`src/rtl/ckpt_trace_pkg.sv`:
```
package ckpt_trace_pkg;
  localparam int unsigned CODE_W = 8;
  localparam int unsigned TS_W   = 32;
  localparam int unsigned REC_W  = TS_W + CODE_W;

  typedef struct packed {
    logic [TS_W-1:0]   ts;
    logic [CODE_W-1:0] code;
  } ckpt_rec_t;
endpackage

```
`src/rtl/ckpt_us_timer.sv`:
```
module ckpt_us_timer #(
  parameter int unsigned CLK_PER_US = 50
) (
  input  logic                          clk_i,
  input  logic                          rst_ni,
  output logic [ckpt_trace_pkg::TS_W-1:0] ts_o
);
  localparam int unsigned DW = (CLK_PER_US > 1) ? $clog2(CLK_PER_US) : 1;
  localparam logic [DW-1:0] DIV_MAX = DW'(CLK_PER_US - 1);

  logic [DW-1:0] div_q;
  logic          tick;

  assign tick = (div_q == DIV_MAX);

  always_ff @(posedge clk_i or negedge rst_ni) begin
    if (!rst_ni) begin
      div_q <= '0;
      ts_o  <= '0;
    end else begin
      div_q <= tick ? '0 : div_q + 1'b1;
      if (tick) ts_o <= ts_o + 1'b1;  // wraps modulo 2^TS_W
    end
  end
endmodule

```
`src/rtl/ckpt_strobe_capture.sv`:
```
module ckpt_strobe_capture
  import ckpt_trace_pkg::*;
(
  input  logic              clk_i,
  input  logic              rst_ni,
  input  logic              strobe_i,
  input  logic [CODE_W-1:0] data_i,
  input  logic [TS_W-1:0]   ts_i,
  output logic              push_o,
  output ckpt_rec_t         rec_o
);
  logic [2:0]      sync_q;
  logic            rise;
  logic            pend_q;
  logic [TS_W-1:0] ts_lat_q;

  // sync_q[1:0] synchronize, sync_q[2] holds last state for edge detect
  assign rise = sync_q[1] & ~sync_q[2];

  always_ff @(posedge clk_i or negedge rst_ni) begin
    if (!rst_ni) begin
      sync_q   <= '0;
      pend_q   <= 1'b0;
      ts_lat_q <= '0;
    end else begin
      sync_q <= {sync_q[1:0], strobe_i};
      pend_q <= rise;
      if (rise) ts_lat_q <= ts_i;
    end
  end

  // data bus sampled one cycle after the synchronized edge
  assign push_o    = pend_q;
  assign rec_o.ts   = ts_lat_q;
  assign rec_o.code = data_i;
endmodule

```
`src/rtl/ckpt_rec_fifo.sv`:
```
module ckpt_rec_fifo
  import ckpt_trace_pkg::*;
#(
  parameter int unsigned DEPTH = 16
) (
  input  logic      clk_i,
  input  logic      rst_ni,
  input  logic      push_i,
  input  ckpt_rec_t wdata_i,
  input  logic      pop_i,
  output ckpt_rec_t rdata_o,
  output logic      empty_o,
  output logic      full_o
);
  localparam int unsigned PW = (DEPTH > 1) ? $clog2(DEPTH) : 1;
  localparam int unsigned CW = $clog2(DEPTH + 1);
  localparam logic [PW-1:0] LAST = PW'(DEPTH - 1);
  localparam logic [CW-1:0] FULL_CNT = CW'(DEPTH);

  ckpt_rec_t     mem_q [DEPTH];
  logic [PW-1:0] wr_ptr_q, rd_ptr_q;
  logic [CW-1:0] cnt_q;
  logic          do_wr, do_rd;

  assign empty_o = (cnt_q == '0);
  assign full_o  = (cnt_q == FULL_CNT);
  assign do_wr   = push_i & ~full_o;
  assign do_rd   = pop_i & ~empty_o;
  assign rdata_o = mem_q[rd_ptr_q];

  always_ff @(posedge clk_i) begin
    if (do_wr) mem_q[wr_ptr_q] <= wdata_i;
  end

  always_ff @(posedge clk_i or negedge rst_ni) begin
    if (!rst_ni) begin
      wr_ptr_q <= '0;
      rd_ptr_q <= '0;
      cnt_q    <= '0;
    end else begin
      if (do_wr) wr_ptr_q <= (wr_ptr_q == LAST) ? '0 : wr_ptr_q + 1'b1;
      if (do_rd) rd_ptr_q <= (rd_ptr_q == LAST) ? '0 : rd_ptr_q + 1'b1;
      case ({do_wr, do_rd})
        2'b10:   cnt_q <= cnt_q + 1'b1;
        2'b01:   cnt_q <= cnt_q - 1'b1;
        default: cnt_q <= cnt_q;
      endcase
    end
  end
endmodule

```
`src/rtl/ckpt_trace_top.sv`:
```
module ckpt_trace_top
  import ckpt_trace_pkg::*;
#(
  parameter int unsigned CLK_PER_US = 50,
  parameter int unsigned FIFO_DEPTH = 16
) (
  input  logic             clk_i,
  input  logic             rst_ni,
  input  logic [CODE_W-1:0] cp_data_i,
  input  logic             cp_strobe_i,
  input  logic             ovf_clr_i,
  input  logic             rec_ready_i,
  output logic             rec_valid_o,
  output logic [REC_W-1:0] rec_data_o,
  output logic             ovf_o,
  output logic             pwr_en_o
);
  logic [TS_W-1:0] ts_now;
  logic            cap_push;
  ckpt_rec_t       cap_rec, head_rec;
  logic            fifo_empty, fifo_full;

  ckpt_us_timer #(.CLK_PER_US(CLK_PER_US)) i_timer (
    .clk_i  (clk_i),
    .rst_ni (rst_ni),
    .ts_o   (ts_now)
  );

  ckpt_strobe_capture i_cap (
    .clk_i    (clk_i),
    .rst_ni   (rst_ni),
    .strobe_i (cp_strobe_i),
    .data_i   (cp_data_i),
    .ts_i     (ts_now),
    .push_o   (cap_push),
    .rec_o    (cap_rec)
  );

  ckpt_rec_fifo #(.DEPTH(FIFO_DEPTH)) i_fifo (
    .clk_i   (clk_i),
    .rst_ni  (rst_ni),
    .push_i  (cap_push),
    .wdata_i (cap_rec),
    .pop_i   (rec_ready_i),
    .rdata_o (head_rec),
    .empty_o (fifo_empty),
    .full_o  (fifo_full)
  );

  assign rec_valid_o = ~fifo_empty;
  assign rec_data_o  = head_rec;

  always_ff @(posedge clk_i or negedge rst_ni) begin
    if (!rst_ni) begin
      ovf_o    <= 1'b0;
      pwr_en_o <= 1'b0;
    end else begin
      pwr_en_o <= 1'b1;
      if (cap_push && fifo_full) ovf_o <= 1'b1;  // drop wins over clear
      else if (ovf_clr_i)        ovf_o <= 1'b0;
    end
  end
endmodule

```
`config.mk`:
```
export PLATFORM = sky130hd
export DESIGN_NAME = ckpt_trace_top
export DESIGN_NICKNAME = d
export VERILOG_FILES = /design/src/rtl/ckpt_trace_pkg.sv /design/src/rtl/ckpt_us_timer.sv /design/src/rtl/ckpt_strobe_capture.sv /design/src/rtl/ckpt_rec_fifo.sv /design/src/rtl/ckpt_trace_top.sv
export SDC_FILE = /design/constraint.sdc
export NUM_CORES = 1
export LEC_CHECK = 0
export ABC_AREA = 1
export BUFFER_PORTS_ARGS = -buffer_cell sky130_fd_sc_hd__buf_2
export CORE_ASPECT_RATIO = 1.1
export CORE_MARGIN = 1
export CORE_UTILIZATION = 50
export CTS_CLUSTER_SIZE = 30
export DETAILED_ROUTE_END_ITERATION = 16
export PLACE_DENSITY = 0.66
export SYNTH_ARGS = -nofsm -noshare
export SYNTH_HDL_FRONTEND = slang
export SYNTH_SLANG_ARGS = --single-unit
```
`constraint.sdc`:
```
create_clock -name clk_i -period 3.34 [get_ports clk_i]
set_input_delay 0.334 -clock clk_i [delete_from_list [all_inputs] [get_ports clk_i]]
set_output_delay 0.334 -clock clk_i [all_outputs]
set_load 0.05 [all_outputs]
```
=== After elaboration in Yosys (flattened, before gate mapping) ===
Memories as Yosys holds them, arrays and structs flattened.
Cells that the tools add are included.

* Bits in registers: 89
* Bits in writable memories: 640
* Input port bits: 13
* Word-level logic and storage cells: 41
* Memories kept: 1

* Add/subtract/negate cells: 6
* Equality and inequality tests: 6
* Mux-type cells: 8
* Bitwise logic cells: 6
* Reductions and logical operators: 4

{| class="wikitable"
|+ Memories
! memory !! words !! width !! read ports !! clocked after Yosys merged registers in !! write ports !! line !! text
|-
| i_fifo.mem_q || 16 || 40 || 1 || 0 || 1 || ckpt_rec_fifo.sv:20 || <nowiki>ckpt_rec_t mem_q [DEPTH];</nowiki>
|}

{| class="wikitable"
|+ Operators by type and width
! kind !! number
|-
| $add A32 B1 Y32 const B || 1
|-
| $pmux W5 S2 || 1
|-
| $add A4 B1 Y4 const B || 2
|-
| $eq A4 B4 Y1 const B || 2
|-
| $mux W4 || 2
|-
| $add A6 B1 Y6 const B || 1
|-
| $eq A6 B6 Y1 const B || 1
|-
| $mux W6 || 1
|-
| $add A5 B1 Y5 const B || 1
|-
| $eq A5 B5 Y1 const B || 1
|-
| $logic_not A5 Y1 || 1
|-
| $sub A5 B1 Y5 const B || 1
|-
| $mux W1 || 4
|-
| $reduce_bool A2 Y1 || 2
|-
| $and A1 B1 Y1 || 3
|-
| $not A1 Y1 || 3
|-
| $eq A2 B1 Y1 const B || 1
|-
| $eq A2 B2 Y1 const B || 1
|-
| $logic_and A1 B1 Y1 || 1
|}

=== Longest topological paths before layout ===
Gate-level depths: netlist of the first run.

* Word-level depth: 5
* Gate-level depth with buffers: 12

=== Hierarchy ===
Synthesis of the first run repeated with hierarchy kept, for this count alone.

* Cells, all modules: 3287
* Area, all modules: 32433.6 sq um

{| class="wikitable"
|+ Modules (own cells, without submodules)
! module !! times used !! cells an instance !! area an instance (sq um) !! sequential area each (sq um)
|-
| ckpt_rec_fifo || 1 || 2857 || 28708.8 || 19543.7
|-
| ckpt_us_timer || 1 || 269 || 2149.6 || 950.9
|-
| ckpt_strobe_capture || 1 || 153 || 1502.7 || 900.9
|-
| ckpt_trace_top || 1 || 8 || 72.6 || 50.0
|}

=== Worst setup path before layout of the first run ===
Ideal clock, no wire load.

* Kind: register to register
* From: register i_fifo.cnt_q[0]
* To: memory i_fifo.mem_q[11][0] (netlist name), enable pin
* Library setup time: 0.437 ns
* Arrival time: 2.645 ns
* Required time: 2.903 ns
* Path slack: 0.257 ns
* Stages on the path, launching flop included: 7
* Path buffers: 0
* Clock period less this slack: 3.083 ns
* Path through: dfrtp_1 > nor2_1 > nand4_1 > nand2_1 > inv_1 > nand2_1 > nor2_1

* Longest elaborated chain between the ends: 5

{| class="wikitable"
|+ RTL lines
! what !! line !! text
|-
| start, declared || ckpt_rec_fifo.sv:22 || <nowiki>logic [CW-1:0] cnt_q;</nowiki>
|-
| start signal, assigned || ckpt_rec_fifo.sv:44 || <nowiki>2'b10: cnt_q <= cnt_q + 1'b1;</nowiki>
|-
| start signal, assigned || ckpt_rec_fifo.sv:45 || <nowiki>2'b01: cnt_q <= cnt_q - 1'b1;</nowiki>
|-
| start signal, assigned || ckpt_rec_fifo.sv:46 || <nowiki>default: cnt_q <= cnt_q;</nowiki>
|-
| $eq A5 B5 Y1 || ckpt_rec_fifo.sv:26 || <nowiki>assign full_o = (cnt_q == FULL_CNT);</nowiki>
|-
| $not A1 Y1 || ckpt_rec_fifo.sv:27 || <nowiki>assign do_wr = push_i & ~full_o;</nowiki>
|-
| $and A1 B1 Y1 || ckpt_rec_fifo.sv:27 ||
|-
| $mux W1 || ckpt_rec_fifo.sv:32 || <nowiki>if (do_wr) mem_q[wr_ptr_q] <= wdata_i;</nowiki>
|-
| $mux W1 (not written as such) || ckpt_rec_fifo.sv:32 ||
|-
| end, declared || ckpt_rec_fifo.sv:20 ||
|}

Every way passes these cells.

=== Worst setup path after layout of the first run ===
* From: register i_fifo.rd_ptr_q[2]
* To: output rec_data_o[23]

* Longest elaborated chain between the ends: 1

{| class="wikitable"
|+ RTL lines
! what !! line !! text
|-
| start, declared || ckpt_rec_fifo.sv:21 || <nowiki>logic [PW-1:0] wr_ptr_q, rd_ptr_q;</nowiki>
|-
| start signal, assigned || ckpt_rec_fifo.sv:42 || <nowiki>if (do_rd) rd_ptr_q <= (rd_ptr_q == LAST) ? '0 : rd_ptr_q + 1'b1;</nowiki>
|-
| $mem_v2 Z16 W40 || n/a ||
|-
| end, declared || ckpt_trace_top.sv:14 || <nowiki>output logic [REC_W-1:0] rec_data_o,</nowiki>
|}

Every way passes these cells.

==> flow_summary.toml, run 1 <==
[timing]
timing.fmax_mhz = 322
fin_skew_ns = 0.0310
rsz0062_at_grt = "no"
slew_violations = 0
setup_tns_ns = 0
slew-limit-headroom = 0.331
worstMarginPinSlew_ns = 1.00
finalSetupViolations = 0
post-route-min-period_ns = 3.10
hold_viol = 0
period_share = 0.929
setup_slack_ns = 0.238

[clock_network]
numCtsBuffers = 72
cts_tree = "yes"
clockBufferDepth = 3
clkSlewWorstSetupHoldPaths_ns = 0.06
cts_sinks = 729
cts_root_buffer = "clkbuf_16"
htree_levels = 3
cts_resized = 0
clock_latency_ns = 0.62

[final_layout]
areaGrowthSynthToFinish_pct = 12.7
layout_commonest_cell = "edfxtp_1"
final_cell_mix = "edfxtp_1, nand2_1, nor2_1"
nets = 2526
fillers = 4641
n_antenna_cell = 0
drive_gt1_frac = 0.103

[pwr]
power_density_mw_per_mm2 = 856
p_leak_nw = 12.4
ir_worst_vdd_mv = 0.893

[logic_synthesis]
synth.cell_area_sq_mm = 0.0293
syn-instance-count = 2443
synth_nets = 2469
ys_ff_latch = 729
synth_edf_count = 640
synth-main-ff-cell = "edfxtp_1"
ys_top_cells_by_area = "edfxtp_1, dfrtp_1, nand2_1"
synth_top_area_share = 0.656
yosysWarnings = 0
synth-seq-area-share = 0.732
syn_area_per_cell_sq_um = 12.0
async_reset_ff_frac = 0.122
yosysUniqueCellTypes = 31
yosys.area.top_type = "edfxtp_1"

[placement]
io_buffer_count = 55
globalplace.congestion = 0.815
dp_hpwl_microns = 38700
pre_cts_ws_ns = 0.634

[detailed_routing]
dr.pass1.iters = 8
postRouteAntennaNets = 0
vias_per_cell = 5.65
wl_per_cell_microns = 21.4
drt_iter0_drc = 1927
wl_microns = 70900
drc_errors = 0
via_count = 18700

[floorplan]
core_area_sq_mm = 0.0576
die_h_microns = 256
io_pins = 56
die-area_sq_mm = 0.0596
start_util = 0.509
fp-row-count = 92
dieWidth_microns = 233

[worst_setup_path]
ff2ff_path_depth = 7
worstSetupEndpoint = "rec_data_o[23]"
critPathMaxFanout = 54
reg2reg_slack_ns = 0.64
timing.rr.end = "i_fifo.mem_q[1][2]"
startpoint_type = "flop"
slowest_delay_ns = 0.43
critPathCaptureType = "primary output"
critPathKind = "reg -> out"
crit_slowest_cell = "buf_4"
critPathArrivalTime_ns = 2.77
timing.rr.start = "i_fifo.cnt_q[0]"
cp.required_ns = 3.01
cp-startpoint = "i_fifo.rd_ptr_q[2]"
path_cells = "buf_4, inv_2, nor2_4, buf_12, nand3_1, nand2_1, a21oi_1, o21ai_1, nand2_1, buf_2"
crit_path_frequent_cell = "nand2_1"

[status]
status = "complete, no violations"

[grt]
grt_pass1_vias = 18500
grt_usage = 0.242
grt_max_degree = 171
grt_pass1_wl_microns = 108000
grt_overflow = 0
antenna_found_initial = 1

[hold_path]
hold_class = "in -> reg"

[job]
cap_violations = 0
synth_stat cells (14+ instances only):
master    number
nand3_1      118
nand2_1      558
nor2_1       279
xor2_1        21
buf_6         14
inv_1         71
edfxtp_1     640
o21ai_0      193
nor2_2        20
a21oi_1      119
o21ai_1      117
a31oi_1       23
o211ai_1      23
clkbuf_1      42
nand4_1       16
buf_2         49
dfrtp_1       89
layer usage:
metal / up-vias / wire (microns) / GRT usage
met3: 120 / 4830 / 0.0393
li1: 8701 / - / -
met4: 0 / 1700 / 0.0786
met1: 9218 / 29100 / 0.318
met5: - / 0 / 0
met2: 665 / 35300 / 0.409
worst min path at each step:
stage / start / end / slack (ns) / cells past startpoint
4_1_cts: cp_data_i[0] / i_fifo.mem_q[5][0] / 0.07 / 1
6_report: cp_data_i[0] / i_fifo.mem_q[14][0] / 0.10 / 1
2_1_floorplan: rst_ni / i_cap.push_o / 0.04 / 0
5_1_grt: cp_data_i[1] / i_fifo.mem_q[3][1] / 0.1 / 1
3_5_place_dp: i_cap.sync_q[0] / i_cap.sync_q[1] / 0.34 / 0
3_3_place_gp: i_cap.sync_q[0] / i_cap.sync_q[1] / 0.34 / 0
per-stage QoR:
step                hold slack (ns)  cell area [sq um]  utilization  cells  power [mW]
floorplan                    0.0384              29300            -   2443        17.5
global placement              0.338              30600        0.532   3175        20.3
detailed placement            0.337              30600        0.532   3175        20.4
CTS                          0.0732              33000        0.573   3312        28.4
global route                 0.0996              33000        0.573   3312        29.5
finish                        0.100              33000        0.573   3312        28.3
kinds of logic after synthesis:
family / share of synthesized area
AOI/OAI and AO/OA: 0.0843
DFF: 0.732
buffers and inverters: 0.0340
xor gates and xnor gates: 0.00688
and+or+nand+nor: 0.137
other: 0.000128
adders and majority gates: 0.00581
area by class of cell:
| class | count | area, sq um | share of cell area |
|---|---|---|---|
| clock buffers | 95 | 1990 | 0.0603 |
| flip-flops and latches | 729 | 21500 | 0.650 |
| inverters | 73 | 282 | 0.00853 |
| multi-input cells | 1512 | 6980 | 0.211 |
| well taps | 752 | 941 | 0.0285 |
| repair buffers | 112 | 996 | 0.0302 |
| clock inverters | 39 | 368 | 0.0111 |
timing repair:
action / in CTS / in global routing
hold buffers: 3 / 0
buffers inserted: 0 / 0
hold endpoints to repair: 70 / 0
worst max-delay path: cells and delay by family, from the launching register on:
family,cells,cell delay (ns)
buf+inv,4,1.13
flops,1,0.37
compound gates,2,0.15
simple gates,4,0.47
state kept, by name, indices dropped and copies added, names as in the netlist:
name	cells
i_cap.push_o	1
i_cap.sync_q	3
i_cap.ts_lat_q	32
i_fifo.cnt_q	5
i_fifo.mem_q	640
i_fifo.rd_ptr_q	4
i_fifo.wr_ptr_q	4
i_timer.div_q	6
i_timer.ts_o	32
ovf_o	1
pwr_en_o	1
power breakdown:
group / total [mW] / internal (mW) / switching (mW)
combinational: 9.86 / 2.52 / 7.34
sequential: 10.4 / 10.2 / 0.178
clock: 8.02 / 4.62 / 3.40
Note: power is estimated with default switching activity, not from simulation.
==> inputs of run 2 (changes only) <==
--- a/config.mk
+++ b/config.mk
@@ -5,11 +5,12 @@
 export SDC_FILE = /design/constraint.sdc
 export NUM_CORES = 1
 export LEC_CHECK = 0
-export ABC_AREA = 1
+export ABC_AREA = 0
 export BUFFER_PORTS_ARGS = -buffer_cell sky130_fd_sc_hd__buf_2
 export CORE_ASPECT_RATIO = 1.1
 export CORE_MARGIN = 1
 export CORE_UTILIZATION = 50
+export CTS_BUF_LIST = sky130_fd_sc_hd__clkbuf_8
 export CTS_CLUSTER_SIZE = 30
 export DETAILED_ROUTE_END_ITERATION = 16
 export PLACE_DENSITY = 0.66
==> flow_summary.toml, run 2 <==
[pwr]
power.total_mw = 25.6
switching_share = 0.360
switching_power_mw = 9.23
combPwrFrac = 0.330
seq_power_share = 0.411
internal-power_mw = 16.4
power_density_mw_per_mm2 = 794
p_leak_nw = 12.2
power.share.clock = 0.259
ir_worst_vdd_mv = 0.592

[grt]
grt_pass1_vias = 15200
grt_overflow = 0
grt_pass1_wl_microns = 94700
grt_usage = 0.224
grt_max_degree = 59
antenna_found_initial = 1

[detailed_routing]
drc_errors = 0
postRouteAntennaNets = 0
via_count = 14600
dr.pass1.iters = 4
wl_per_cell_microns = 25.3
vias_per_cell = 5.83
wl_microns = 63600
drt_iter0_drc = 1053

[timing]
hold_viol = 0
post-route-min-period_ns = 3.19
slew_violations = 0
period_share = 0.954
finalSetupViolations = 0
timing.fmax_mhz = 314
fin_skew_ns = 0.0358
slew-limit-headroom = 0.226
worstMarginPinSlew_ns = 1.16
rsz0062_at_grt = "no"

[final_layout]
reg.largest.list = "i_fifo.mem_q x640, i_cap.ts_lat_q x32, i_timer.ts_o x32"
final_cells = 2511
final_cell_mix = "edfxtp_1, mux2i_1, clkbuf_8"
largest_register = "i_fifo.mem_q"
areaGrowthSynthToFinish_pct = 13.9
largest_reg_flops = 640
nets = 1699
layout_commonest_cell = "edfxtp_1"
fillers = 4277
drive_gt1_frac = 0.257

[floorplan]
io_pins = 56
die_h_microns = 252
dieWidth_microns = 229
die-area_sq_mm = 0.0577
fp-row-count = 91
start_util = 0.506
core_area_sq_mm = 0.0560

[logic_synthesis]
yosysUniqueCellTypes = 49
yosysMostFrequentCell = "edfxtp_1"
syn_area_per_cell_sq_um = 18.8
synthTopCellsByCount = "edfxtp_1, mux2i_1, dfrtp_1"
synth_compound_area_frac = 0.0486
async_reset_ff_frac = 0.122
synth.cell_area_sq_mm = 0.0284
yosys.area.top_type = "edfxtp_1"
synth_edf_count = 640
ys_top_cells_by_area = "edfxtp_1, dfrtp_1, mux4_2"
synth-seq-area-share = 0.756
synth_top_area_share = 0.677
synth-main-ff-cell = "edfxtp_1"
synth_xor_area_frac = 0.0127
yosys.area_share.simple = 0.0259
syn-instance-count = 1507
synth_nets = 1533
ys_ff_latch = 729
synth-adder-area-share = 0.00600
synth_top_family_by_area = "multiplexers"
synth.area.mux_share = 0.136
yosysWarnings = 0

[clock_network]
htree_levels = 3
cts_sinks = 729
clockBufferDepth = 3
cts_root_buffer = "clkbuf_8"
clkSlewWorstSetupHoldPaths_ns = 0.06
numCtsBuffers = 110
cts_tree = "yes"
clock_latency_ns = 0.72

[placement]
dp_hpwl_microns = 34900
globalplace.congestion = 0.764
dp.cells = 2287
io_buffer_count = 55

[worst_setup_path]
slowest_delay_ns = 0.52
crit_slowest_cell = "dfrtp_4"
critPathArrivalTime_ns = 2.85
startpoint_type = "flop"
critPathTopFamily = "buffers and inverters"
worst-path-buf-inv = 3
critPathMaxFanout = 19
critPathCaptureType = "primary output"
crit_path_frequent_cell = "o21ai_0"
cp.required_ns = 3.01
path_cells = "buf_16, buf_6, mux2_2, o21ai_0, a21oi_1, o21ai_0, nand2_1, buf_4"
critPathKind = "reg -> out"

[hold_path]
hold_class = "in -> async"

[job]
cap_violations = 0

[status]
status = "complete, no violations"
==> run 2: changes by cell type after synthesis, moves of 26 or more <==
cell / previous run / this run
mux2_2: 0 / 76
o21ai_0: 193 / 87
a22oi_1: 0 / 40
nand3_1: 118 / 16
a221oi_1: 0 / 40
nand2_1: 558 / 61
xnor2_1: 2 / 28
mux4_2: 0 / 80
o21ai_1: 117 / 1
a21oi_1: 119 / 43
buf_2: 49 / 11
mux2i_1: 0 / 120
inv_1: 71 / 8
nor2_1: 279 / 20
==> run 2: cell families (layout without fill, tap and decap cells) <==
kind of cell             Yosys count  count (layout)
XOR/XNOR                          41              41
AND/OR/NAND/NOR                  142             142
adder cells (fa/ha/maj)           13              13
AO/OA/AOI/OAI                    220             220
other                              1               2
multiplexers                     276             276
flip-flops                       729             729
buffers and inverters             85             344
==> run 2: what timing repair did <==
| action | in CTS | in global routing |
|---|---|---|
| setup endpoints to repair | 35 | 25 |
| gates resized for setup | 19 | 6 |
| setup buffers | 2 | 4 |
| hold buffers | 11 | 0 |
| gates cloned | 1 | 0 |
| endpoints found under the hold margin | 166 | 0 |
==> run 2: final timing paths <==
check	from	endpoint	slack, ns	depth (start not counted)
worst min register to register	i_cap.sync_q[0]	i_cap.sync_q[1]	0.35	0
worst max register to register	i_fifo.cnt_q[0]	i_fifo.cnt_q[4]	0.56	9
min in group clk_i	rec_ready_i	i_fifo.rd_ptr_q[3]	0.16	4
worst min-delay path	rst_ni	i_cap.ts_lat_q[11]	0.16	2
worst max-delay path	i_fifo.rd_ptr_q[0]	rec_data_o[29]	0.15	8
max in group asynchronous	rst_ni	i_fifo.rd_ptr_q[0]	2.42	3
==> run 2: area by class of cell <==
| cell class | count | area [sq um] | area share |
|---|---|---|---|
| inverter | 8 | 30.0 | 0.000929 |
| tap | 744 | 931 | 0.0288 |
| clock buffer | 116 | 1600 | 0.0494 |
| clock inverter | 89 | 409 | 0.0127 |
| sequential | 729 | 21500 | 0.664 |
| timing repair buffer | 131 | 1190 | 0.0368 |
| multi-input combinational | 693 | 6700 | 0.207 |
| antenna | 1 | 2.50 | 0.0000774 |
==> run 2: per-stage QoR <==
stage / TNS (ns) / setup WS (ns) / hold slack [ns] / util / instance area [sq um]
detailed placement: 0 / 0.465 / 0.341 / 0.536 / 30000
floorplan: 0 / 0.186 / 0.0384 / - / 28400
global placement: 0 / 0.574 / 0.332 / 0.536 / 30000
global route: 0 / 0.00656 / 0.157 / 0.577 / 32300
CTS: -0.00400 / -0.00343 / 0.0921 / 0.576 / 32300
finish: 0 / 0.154 / 0.156 / 0.577 / 32300
==> run 2: layer usage <==
layer	GRT usage	up-vias	part of all wire
met5	0	-	0
met1	0.299	7696	0.42
li1	-	6414	-
met4	0.0815	0	0.027
met3	0.0337	113	0.049
met2	0.377	418	0.50
==> run 2: worst register-to-register path, cell delays in order (launching register included) <==
cell,delay [ns]
dfrtp_1,0.45
nor4_2,0.49
a21boi_1,0.26
ha_1,0.35
fa_1,0.44
a21o_1,0.18
a21oi_1,0.17
xor2_1,0.15
nor2_1,0.06
xnor2_1,0.12
==> run 2: power by group through the flow <==
stage               combinational (mW)  clock, mW  sequential (mW)
floorplan                         6.04          0             10.5
global placement                  8.13          0             10.7
detailed placement                8.21          0             10.8
CTS                               8.44       6.79             10.6
global route                      8.97       7.14             10.6
finish                            8.46       6.65             10.5
==> inputs of run 3 (changes only) <==
--- a/config.mk
+++ b/config.mk
@@ -6,8 +6,8 @@
 export NUM_CORES = 1
 export LEC_CHECK = 0
 export ABC_AREA = 0
-export BUFFER_PORTS_ARGS = -buffer_cell sky130_fd_sc_hd__buf_2
-export CORE_ASPECT_RATIO = 1.1
+export BUFFER_PORTS_ARGS = -buffer_cell sky130_fd_sc_hd__clkbuf_2
+export CORE_ASPECT_RATIO = 2
 export CORE_MARGIN = 1
 export CORE_UTILIZATION = 50
 export CTS_BUF_LIST = sky130_fd_sc_hd__clkbuf_8
==> flow_summary.toml, run 3 (same netlist as run 2, synthesis figures left out) <==
[clock_network]
numCtsBuffers = 95
clkSlewWorstSetupHoldPaths_ns = 0.07
clockBufferDepth = 3
htree_levels = 3
cts_sinks = 729
cts_root_buffer = "clkbuf_8"
clock_latency_ns = 0.68
cts_tree = "yes"

[pwr]
power.share.clock = 0.268
power_density_mw_per_mm2 = 801
internal-power_mw = 16.7
switching_power_mw = 9.03
p_leak_nw = 12.0
ir_worst_vdd_mv = 0.537
seq_power_share = 0.408
combPwrFrac = 0.325
switching_share = 0.351

[timing]
setup_slack_ns = 0.126
hold_viol = 0
period_share = 0.962
post-route-min-period_ns = 3.21
fin_skew_ns = 0.0292
timing.fmax_mhz = 311
finalSetupViolations = 0
worstMarginPinSlew_ns = 1.06
slew_violations = 0
slew-limit-headroom = 0.295

[final_layout]
drive_gt1_frac = 0.259
seqCellArea_sq_mm = 0.0215
areaGrowthSynthToFinish_pct = 13.3
fin_util = 0.572
nets = 1665
reg.largest.list = "i_fifo.mem_q x640, i_cap.ts_lat_q x32, i_timer.ts_o x32"
final_cell_mix = "edfxtp_1, mux2i_1, clkbuf_8"
layout_commonest_cell = "edfxtp_1"
fillers = 4180
largest_register = "i_fifo.mem_q"
largest_reg_flops = 640
multi_input_area_sq_mm = 0.00670

[grt]
met3_usage = 0.0327
grt_pass1_vias = 15600
grt_max_degree = 51
met1_usage = 0.276
grt_pass1_wl_microns = 93100
antenna_found_initial = 1
top_usage_layer = "met2"
use_met2 = 0.384
grt_usage = 0.222
grt_overflow = 0

[detailed_routing]
via_count = 14500
drc_errors = 0
dr.pass1.iters = 5
wl_microns = 61400
drt_iter0_drc = 1080
postRouteAntennaNets = 0
wl_per_cell_microns = 24.8
vias_per_cell = 5.87

[status]
status = "complete, no violations"

[worst_setup_path]
critPathArrivalTime_ns = 2.88
critPathKind = "reg -> out"
reg2reg_slack_ns = 0.55
critPathCaptureType = "primary output"
critPathMaxFanout = 40
cp.required_ns = 3.01
startpoint_type = "flop"

[floorplan]
die_h_microns = 339
start_util = 0.505
core_area_sq_mm = 0.0562
fp-row-count = 123
dieWidth_microns = 170
io_pins = 56
die-area_sq_mm = 0.0578

[placement]
io_buffer_count = 55
globalplace.congestion = 0.743
pre_cts_ws_ns = 0.534
dp_hpwl_microns = 33200

[job]
cap_violations = 0

[hold_path]
hold_class = "in -> reg"
-- run 3: area by class of cell --
type                       count  area share
antenna                        1   0.0000778
clock buffer                 116      0.0497
clock inverter                62      0.0138
inverter                       8    0.000934
multi-input combinational    693       0.208
sequential                   729       0.668
tap                          750      0.0292
timing repair buffer         112      0.0304
-- run 3: worst paths after layout --
kind | start | endpoint | depth (start not counted)
max | i_fifo.rd_ptr_q[0] | rec_data_o[38] | 8
min | cp_data_i[5] | i_fifo.mem_q[12][5] | 1
max reg2reg | i_fifo.cnt_q[0] | i_fifo.cnt_q[4] | 9
min reg2reg | i_cap.sync_q[0] | i_cap.sync_q[1] | 0
max in group asynchronous | rst_ni | i_fifo.rd_ptr_q[1] | 3
min in group asynchronous | rst_ni | i_timer.div_q[0] | 2
-- run 3: through the flow --
| stage | hold slack, ns | total power, mW | instances | TNS (ns) | area (sq um) |
|---|---|---|---|---|---|
| floorplan | 0.0384 | 16.5 | 1507 | 0 | 28400 |
| global placement | 0.338 | 18.9 | 2284 | 0 | 30000 |
| detailed placement | 0.338 | 19.0 | 2284 | 0 | 30000 |
| CTS | 0.0235 | 25.9 | 2468 | 0 | 32100 |
| global route | 0.0714 | 26.8 | 2471 | -0.0204 | 32100 |
| finish | 0.0666 | 25.7 | 2471 | 0 | 32100 |
-- run 3: routing by layer --
metal  share of wire  vias up
li1                -     6341
met1            0.39     7602
met2            0.53      433
met3           0.052      124
met4           0.035        0
met5               0        -
-- run 3: timing repair --
action	CTS	global route
buffers inserted	3	2
gates cloned	0	0
gates resized for setup	0	15
hold buffers	3	0
hold endpoints to repair	49	0
setup endpoints to repair	21	14
-- run 3: power groups by stage --
stage | clock network (mW) | registers [mW] | logic [mW]
6_report | 6.89 | 10.5 | 8.35
5_1_grt | 7.37 | 10.5 | 8.90
4_1_cts | 7.03 | 10.5 | 8.37
3_5_place_dp | 0 | 10.7 | 8.28
3_3_place_gp | 0 | 10.7 | 8.23
2_1_floorplan | 0 | 10.5 | 6.04
-- run 3: critical path, cell delays in order, from the launching register on --
cell	delay, ns
dfrtp_4	0.57
buf_4	0.18
buf_16	0.25
mux2_2	0.37
o21ai_0	0.15
a21oi_1	0.07
o21ai_0	0.16
nand2_1	0.16
buf_2	0.25
